File: src/rtl/npc_pkg.sv
`timescale 1ns/1ps
package npc_pkg;
   typedef enum logic [2:0] {
      NPC_OP_SEQ    = 3'd0,
      NPC_OP_BRANCH = 3'd1,
      NPC_OP_JAL    = 3'd2,
      NPC_OP_JALR   = 3'd3,
      NPC_OP_AUIPC  = 3'd4
   } npc_op_e;

   typedef enum logic [2:0] {
      CMP_EQ  = 3'd0,
      CMP_NE  = 3'd1,
      CMP_LT  = 3'd2,
      CMP_GE  = 3'd3,
      CMP_LTU = 3'd4,
      CMP_GEU = 3'd5
   } npc_cond_e;
endpackage

File: src/rtl/npc_offset_add.sv
`timescale 1ns/1ps
// base + sign_extend(off << SHIFT), wrapping at XLEN bits
module npc_offset_add #(
   parameter int XLEN  = 32,
   parameter int OFF_W = 12,
   parameter int SHIFT = 1
) (
   input  logic [XLEN-1:0]  base_i,
   input  logic [OFF_W-1:0] off_i,
   output logic [XLEN-1:0]  sum_o
);
   localparam int SH_W = OFF_W + SHIFT;

   if (SH_W > XLEN) begin : g_bad
      $error("npc_offset_add: shifted offset wider than datapath");
   end

   logic [SH_W-1:0] shifted;
   logic [XLEN-1:0] disp;

   if (SHIFT > 0) begin : g_shift
      assign shifted = {off_i, {SHIFT{1'b0}}};
   end else begin : g_noshift
      assign shifted = off_i;
   end

   if (SH_W < XLEN) begin : g_ext
      assign disp = {{(XLEN-SH_W){shifted[SH_W-1]}}, shifted};
   end else begin : g_full
      assign disp = shifted;
   end

   assign sum_o = base_i + disp;
endmodule

File: src/rtl/npc_compare.sv
`timescale 1ns/1ps
module npc_compare
   import npc_pkg::*;
#(
   parameter int XLEN       = 32,
   parameter bit SHARED_CMP = 1'b1
) (
   input  logic [XLEN-1:0] a_i,
   input  logic [XLEN-1:0] b_i,
   input  logic [2:0]      cond_i,
   output logic            hold_o
);
   npc_cond_e cond;
   logic      use_signed;
   logic      eq;
   logic      lt;

   assign cond       = npc_cond_e'(cond_i);
   assign use_signed = (cond == CMP_LT) || (cond == CMP_GE);
   assign eq         = (a_i == b_i);

   if (SHARED_CMP) begin : g_shared
      // one XLEN+1 signed comparator; extension bit picks signedness
      logic [XLEN:0] a_w;
      logic [XLEN:0] b_w;
      assign a_w = {use_signed & a_i[XLEN-1], a_i};
      assign b_w = {use_signed & b_i[XLEN-1], b_i};
      assign lt  = $signed(a_w) < $signed(b_w);
   end else begin : g_split
      logic lt_s;
      logic lt_u;
      assign lt_s = $signed(a_i) < $signed(b_i);
      assign lt_u = a_i < b_i;
      assign lt   = use_signed ? lt_s : lt_u;
   end

   always_comb begin
      unique case (cond_i)
         CMP_EQ:           hold_o = eq;
         CMP_NE:           hold_o = !eq;
         CMP_LT, CMP_LTU:  hold_o = lt;
         CMP_GE, CMP_GEU:  hold_o = !lt;
         default:          hold_o = 1'b0;
      endcase
   end
endmodule

File: src/rtl/npc_unit.sv
`timescale 1ns/1ps
module npc_unit
   import npc_pkg::*;
#(
   parameter int XLEN        = 32,
   parameter int BR_OFF_W    = 12,
   parameter int JAL_OFF_W   = 20,
   parameter int IMM_W       = 12,
   parameter int UPPER_W     = 20,
   parameter int UPPER_SHIFT = 12,
   parameter int INSN_BYTES  = 4,
   parameter bit SHARED_CMP  = 1'b1
) (
   input  logic [XLEN-1:0]      pc_i,
   input  logic [XLEN-1:0]      rs1_i,
   input  logic [XLEN-1:0]      rs2_i,
   input  logic [2:0]           op_i,
   input  logic [2:0]           cond_i,
   input  logic [BR_OFF_W-1:0]  br_off_i,
   input  logic [JAL_OFF_W-1:0] jal_off_i,
   input  logic [IMM_W-1:0]     imm_i,
   input  logic [UPPER_W-1:0]   upper_i,
   output logic [XLEN-1:0]      next_pc_o,
   output logic                 taken_o,
   output logic [XLEN-1:0]      link_o,
   output logic [XLEN-1:0]      auipc_o
);
   localparam int          HALF_SHIFT = 1;
   localparam logic [XLEN-1:0] STEP   = XLEN'(INSN_BYTES);

   if (XLEN < 16) begin : g_chk_xlen
      $error("npc_unit: XLEN too small");
   end
   if (BR_OFF_W + HALF_SHIFT > XLEN || JAL_OFF_W + HALF_SHIFT > XLEN) begin : g_chk_off
      $error("npc_unit: displacement wider than datapath");
   end
   if (IMM_W > XLEN || UPPER_W + UPPER_SHIFT > XLEN) begin : g_chk_imm
      $error("npc_unit: immediate wider than datapath");
   end
   if (INSN_BYTES < 1) begin : g_chk_step
      $error("npc_unit: instruction size must be positive");
   end

   npc_op_e         op;
   logic            cond_hold;
   logic [XLEN-1:0] seq_pc;
   logic [XLEN-1:0] br_tgt;
   logic [XLEN-1:0] jal_tgt;
   logic [XLEN-1:0] jalr_sum;

   assign op     = npc_op_e'(op_i);
   assign seq_pc = pc_i + STEP;

   npc_compare #(.XLEN(XLEN), .SHARED_CMP(SHARED_CMP)) i_cmp (
      .a_i(rs1_i), .b_i(rs2_i), .cond_i(cond_i), .hold_o(cond_hold)
   );

   npc_offset_add #(.XLEN(XLEN), .OFF_W(BR_OFF_W), .SHIFT(HALF_SHIFT)) i_br_add (
      .base_i(pc_i), .off_i(br_off_i), .sum_o(br_tgt)
   );

   npc_offset_add #(.XLEN(XLEN), .OFF_W(JAL_OFF_W), .SHIFT(HALF_SHIFT)) i_jal_add (
      .base_i(pc_i), .off_i(jal_off_i), .sum_o(jal_tgt)
   );

   npc_offset_add #(.XLEN(XLEN), .OFF_W(IMM_W), .SHIFT(0)) i_jalr_add (
      .base_i(rs1_i), .off_i(imm_i), .sum_o(jalr_sum)
   );

   npc_offset_add #(.XLEN(XLEN), .OFF_W(UPPER_W), .SHIFT(UPPER_SHIFT)) i_up_add (
      .base_i(pc_i), .off_i(upper_i), .sum_o(auipc_o)
   );

   always_comb begin
      next_pc_o = seq_pc;
      taken_o   = 1'b0;
      case (op)
         NPC_OP_BRANCH: begin
            taken_o = cond_hold;
            if (cond_hold) next_pc_o = br_tgt;
         end
         NPC_OP_JAL: begin
            taken_o   = 1'b1;
            next_pc_o = jal_tgt;
         end
         NPC_OP_JALR: begin
            taken_o   = 1'b1;
            next_pc_o = {jalr_sum[XLEN-1:1], 1'b0};
         end
         default: ;
      endcase
   end

   assign link_o = seq_pc;
endmodule

File: config.mk
export PLATFORM = sky130hd
export DESIGN_NAME = npc_unit
export DESIGN_NICKNAME = d
export VERILOG_FILES = /design/src/rtl/npc_pkg.sv /design/src/rtl/npc_offset_add.sv /design/src/rtl/npc_compare.sv /design/src/rtl/npc_unit.sv
export SDC_FILE = /design/constraint.sdc
export NUM_CORES = 1
export LEC_CHECK = 0
export BUFFER_PORTS_ARGS = -buffer_cell sky130_fd_sc_hd__buf_2
export CAP_MARGIN = 10
export CORE_UTILIZATION = 45
export DETAILED_ROUTE_END_ITERATION = 16
export GPL_TIMING_DRIVEN = 0
export PLACE_DENSITY = 0.7
export REMOVE_ABC_BUFFERS = 1
export SYNTH_ARGS = -nofsm -noshare
export SYNTH_HDL_FRONTEND = slang
export SYNTH_HIERARCHICAL = 1
export SYNTH_SLANG_ARGS = --single-unit
File: constraint.sdc
create_clock -name vclk -period 6.3
set_clock_uncertainty 0.15 [all_clocks]
set_input_delay 1.26 -clock vclk [all_inputs]
set_output_delay 1.26 -clock vclk [all_outputs]
set_load 0.02 [all_outputs]
# Yosys cells after proc, flatten, opt, wreduce, memory -nomap -nowiden
# Cells that the tools add are included.
# W data, S select, Z words.
dict set report op_classes {
  add_sub_neg 5
  n_reduce_logical 7
  n_lt_le_gt_ge 1
  bitwise_logic 2
  n_eq_ne 9
  mux 4
}
# operator count
set ops {}
lappend ops {{$add A32 B32 Y32} 4}
lappend ops {{$pmux W32 S3} 1}
lappend ops {{$lt A33 B33 Y1} 1}
lappend ops {{$add A32 B3 Y32 const B} 1}
lappend ops {{$eq A32 B32 Y1} 1}
lappend ops {{$mux W32} 1}
lappend ops {{$eq A3 B2 Y1 const B} 4}
lappend ops {{$eq A3 B1 Y1 const B} 2}
lappend ops {{$eq A3 B3 Y1 const B} 2}
lappend ops {{$reduce_or A2 Y1} 3}
lappend ops {{$pmux W1 S4} 1}
lappend ops {{$logic_not A3 Y1} 1}
lappend ops {{$and A1 B1 Y1} 2}
lappend ops {{$logic_not A1 Y1} 2}
lappend ops {{$pmux W1 S2} 1}
lappend ops {{$logic_or A1 B1 Y1} 1}
dict set report totals {
  ff_bits 0
  out_inout_bits 97
  wordCells 28
  in_bits 166
}

# Depth between registers and ports, before layout
dict set report logic_depth {
  depth_word 8
  ltp_mapped 14
  ltp_nobuf 12
}

# Hierarchy
# The synthesis kept the hierarchy.
# mod instances cells_per_inst area_each_um2
set by_module_without_submodules {}
lappend by_module_without_submodules {{npc_offset_add at i_br_add ...} 2 277 1875.5}
lappend by_module_without_submodules {npc_unit 1 330 2165.8}
lappend by_module_without_submodules {{npc_offset_add at i_jalr_add} 1 275 2045.7}
lappend by_module_without_submodules {{npc_offset_add at i_up_add} 1 144 1091.0}
lappend by_module_without_submodules {npc_compare 1 126 924.6}

# Worst setup path after synthesis
# No wires, ideal clock.
dict set report synth_timing {
  path_type {input-to-output}
  startpoint {input rs2_i[18]}
  endpoint {output next_pc_o[19]}
  path_stages 14
  setup_slack_ps 587
  t_required_ps 4890
  n_path_buf 2
  arrival_time_ps 4303
  cell_sequence {inv_1 -> ha_1 -> a21o_1 -> a221o_1 -> a221oi_2 -> o221ai_2 -> or4_1 -> nand3_1 -> clkbuf_1 -> clkbuf_1 -> nor2_1 -> nor2_1 -> o221ai_1 -> a31oi_1}
}
dict set report synth_via {
  elab_chain_len 5
  elab_cells_between_ends 7
  cone_classes {1 x order compare; 1 x eq/ne; 3 x mux; 2 x reduce/logical}
}
# element line
set synth_rtl {}
lappend synth_rtl {{from (decl)} npc_unit.sv:16} ;# input logic [XLEN-1:0] rs2_i,
lappend synth_rtl {{$lt A33 B33 Y1 / $eq A32 B32 Y1 (equally long branches)} {npc_compare.sv:28, npc_compare.sv:20}}
lappend synth_rtl {{$logic_not A1 Y1, on equally long branches} {npc_compare.sv:42, npc_compare.sv:40}}
lappend synth_rtl {{$pmux W1 S4 *} npc_compare.sv:38} ;# unique case (cond_i)
lappend synth_rtl {{named net cond_hold} npc_unit.sv:45} ;# logic cond_hold;
lappend synth_rtl {{$mux W32 *} npc_unit.sv:80} ;# if (cond_hold) next_pc_o = br_tgt;
lappend synth_rtl {{$pmux W32 S3 *} npc_unit.sv:77} ;# case (op)
lappend synth_rtl {{to (decl)} npc_unit.sv:23} ;# output logic [XLEN-1:0] next_pc_o,
# The timed path passes the listed nets; every way through them passes the cells marked *.

# Worst setup path in the final report
dict set report layout_timing {
  startpoint {input rs1_i[18]}
  endpoint {output next_pc_o[16]}
}
dict set report layout_via {
  elab_chain_len 5
  elab_cells_between_ends 7
  cone_classes {1 x order compare; 1 x eq/ne; 3 x mux; 2 x reduce/logical}
}
# element line
set layout_rtl {}
lappend layout_rtl {{from (decl)} npc_unit.sv:15} ;# input logic [XLEN-1:0] rs1_i,
lappend layout_rtl {{$lt A33 B33 Y1 / $eq A32 B32 Y1 (equally long branches)} {npc_compare.sv:28, npc_compare.sv:20}}
lappend layout_rtl {{$logic_not A1 Y1, on equally long branches} {npc_compare.sv:42, npc_compare.sv:40}}
lappend layout_rtl {{$pmux W1 S4 *} npc_compare.sv:38}
lappend layout_rtl {{named net cond_hold} npc_unit.sv:45}
lappend layout_rtl {{$mux W32 *} npc_unit.sv:80}
lappend layout_rtl {{$pmux W32 S3 *} npc_unit.sv:77}
# Marks and branches as above.

==> impl_summary.md <==
Hold path
The worst min-delay path class is in -> out.

Power
The static leakage is 5.12 nW. The worst vdd rail ir drop is 0.0791 mV. Dividing total power by cell area gives a power density of 113 nW/um^2.

Clocking
After clock tree synthesis, the flow added hold-fix buffers numbering 0.

Routing
Using the TritonRoute via totals, the vias-per-cell ratio works out to 6.27. Dividing the detail-routed wire length by the instance count gives 18.8 um. The detail route stage leaves a number of antenna-violating nets equal to 0. The number of optimization iterations in the first detailed-route pass is 6. The first routing iteration left 721 violations. In the routed design, unresolved DRC markers number 0.

The via total after detailed routing is 11900. The routed design has 35800 um of wire.

Global route
In the global route stage, overall resource usage came out at 29.9%. The initial antenna violation count is 0. The number of global-route vias before repair is 10800. The first-pass GRT wire length is 54300 um. Summed over all layers, the global routing overflow is 0.

The largest net degree at the start of global routing is 50.

Finish
The layout sequential cell count is 0. The antenna cell count is 0. At the end of the flow the core is filled with cells to 51.7%. The post-synthesis to final-layout area growth is 12.8%. Counting the clock-network buffers in the layout gives 0.

The sequential cells in the finished layout cover a total of 0 um^2. Counting the fill cells in the layout gives 2214. The area used by multi-input combinational logic is 9280 um^2.

After routing the design area is 11300 um^2. The count of nets after finishing is 1933. In the final layout, the share of cells above drive strength 1 is 21.2%.

Place
The half-perimeter wire length of the detailed placement result is 29600 um. The final RePlAce weighted congestion is 0.958. In this run the tool buffered the top-level ports with 263 buffer cells. Once placement finished, the instance area stood at 11200 um^2.

Floorplanning
The total core area is 21800 um^2. The floorplan die area is 22800 um^2. The die is 151 um tall.

The site row count is 54. The I/O pin count is 263. The die outline width is 151 um. Once the floorplan was initialized, standard cells occupied 45.9% of the core.

Timing
Setup repair after global routing left no endpoint under its margin. The minimum clock period is 6.24 ns. The hold violation total from the final report is 0. After routing, the total negative slack on setup checks comes to 0 ns. In the finished design, the share of the clock period the worst path needs comes to 99.1%. Headroom to the max-slew limit came out at 21.0%. At the pin with the least slew margin, the transition time is 1.18 ns. The total of endpoints with negative setup slack in the final report is 0.

Timing would allow up to 0.160 GHz. The final number of max-transition violations is 0. Across all hold checks on the routed design, the worst slack comes to 2.66 ns.

Synth
After technology mapping, the gate count stands at 1429. Ranked by total cell area, the synthesized netlist is headed by ha_1 (18%), a21oi_1 (6.9%), xnor2_1 (6.3%). The cell area that synthesis handed to floorplanning was 9980 um^2. The count of unique library cells instantiated by Yosys is 109. During synthesis, Yosys emitted a total of 6 warnings. In this run the mean area of a mapped cell was 6.98 um^2. The cell accounting for the most synthesized area is ha_1. The portion of the post-synthesis area used by sequential elements is 0%. The synthesized design devotes to its leading area cell type 17.9% of total area.

Worst setup path
STA classifies the critical path endpoint as an output port. The maximum net fanout on the critical path is 13. The kind of critical path is in -> out. Data arrives at the worst endpoint at 4.83 ns. STA puts the critical path data required time at 4.89 ns. The type of element launching the critical path is a primary input.

Run status
The run finished with clean final reports.

Job
Across the run, the number of max-cap violations was 0.
worst paths after layout:
path,from,to,slack [ns],cells past startpoint
max,rs1_i[18],next_pc_o[16],0.06,14
min,pc_i[0],auipc_o[0],2.66,2
per-layer routing:
layer  up-vias  wire, um  track usage, %
met5         -         0               0
met4         0       926            7.75
met3        54      2910            1.87
met2       517     16500            51.6
met1      5479     15400            39.9
li1       5845         -               -
critical path: stages:
cell	delay (ns)
buf_2	0.12
ha_1	0.33
a21o_1	0.19
a221o_1	0.33
a221oi_2	0.36
o221ai_2	0.16
or4_4	0.57
nand3_4	0.24
nor2b_4	0.30
buf_4	0.26
a221o_1	0.16
o211ai_1	0.10
o211ai_1	0.21
buf_2	0.23
synthesized netlist by cell type (5+ instances only):
cell	n
nor2b_1	19
xnor2_1	72
o2111ai_1	7
o221ai_1	7
a221o_1	14
and3_1	13
a31oi_1	18
a311oi_1	5
a22oi_1	19
buf_4	20
buf_6	5
o41ai_1	6
a211oi_1	17
ha_1	143
o21bai_1	11
a211o_1	6
a21o_1	39
o21ai_0	76
and2_1	9
nand4_1	33
nand2b_1	19
inv_1	72
or4_1	7
o22ai_1	8
nor2_1	105
and4_1	14
nor4_1	13
o211ai_1	15
a22o_1	6
or2_2	6
o21ai_1	8
mux2i_1	6
nand2_1	123
a221oi_1	7
or3_1	7
nand3_1	53
a2111oi_0	5
buf_2	14
nor3_1	39
a21oi_1	138
xor2_1	36
o21a_1	13
a21o_2	5
clkbuf_1	33
o32a_1	7
cells by family (layout without fill, tap and decap cells):
| family | Yosys count | after routing | synth area share, % |
|---|---|---|---|
| AOI/OAI and AO/OA | 508 | 508 | 36.3 |
| xor gates and xnor gates | 108 | 108 | 9.48 |
| buffers and inverters | 150 | 338 | 7.49 |
| and+or+nand+nor | 509 | 510 | 27.3 |
| muxes | 7 | 7 | 0.715 |
| adders and majority gates | 147 | 147 | 18.7 |
stage by stage:
stage	power (mW)	cells	setup WS, ns
global route	1.39	1898	0.0171
CTS	1.25	1898	0.0618
finish	1.28	1898	0.0553
detailed placement	1.24	1895	-0.739
floorplan	0.855	1351	0.0152
global placement	1.22	1894	-1.17
layout by cell type, fill, tap and decap left out, drive strengths merged, types with 15 or more instances in the layout:
cell type	n
o21a	16
a21oi	140
a22oi	19
xor2	36
nand3	56
and4	19
inv	72
buf	266
nor2	105
and3	18
ha	143
xnor2	72
nor4	16
o211ai	15
o21ai	87
a31oi	23
nor2b	19
nand2	123
nor3	39
nand2b	19
a21o	44
a211oi	19
nand4	37
power breakdown:
group / total [mW] / internal (mW) / switching (mW)
clock: 0 / 0 / 0
combinational: 1.28 / 0.488 / 0.788
sequential: 0 / 0 / 0
total: 1.28 / 0.488 / 0.788
what timing repair did:
action / in CTS / in global routing
gates cloned: 1 / 0
setup buffers: 2 / 0
pin swaps: 1 / 1
endpoints found under the setup margin: 31 / 2
resized for setup: 5 / 2
hold endpoints to repair: 0 / 0
cell type report:
class,count,area share [%]
repair buffers,266,12.0
well taps,280,3.11
multi-input cells,1280,82.5
inverters,72,2.40
Note: power is estimated with default switching activity, not from simulation.
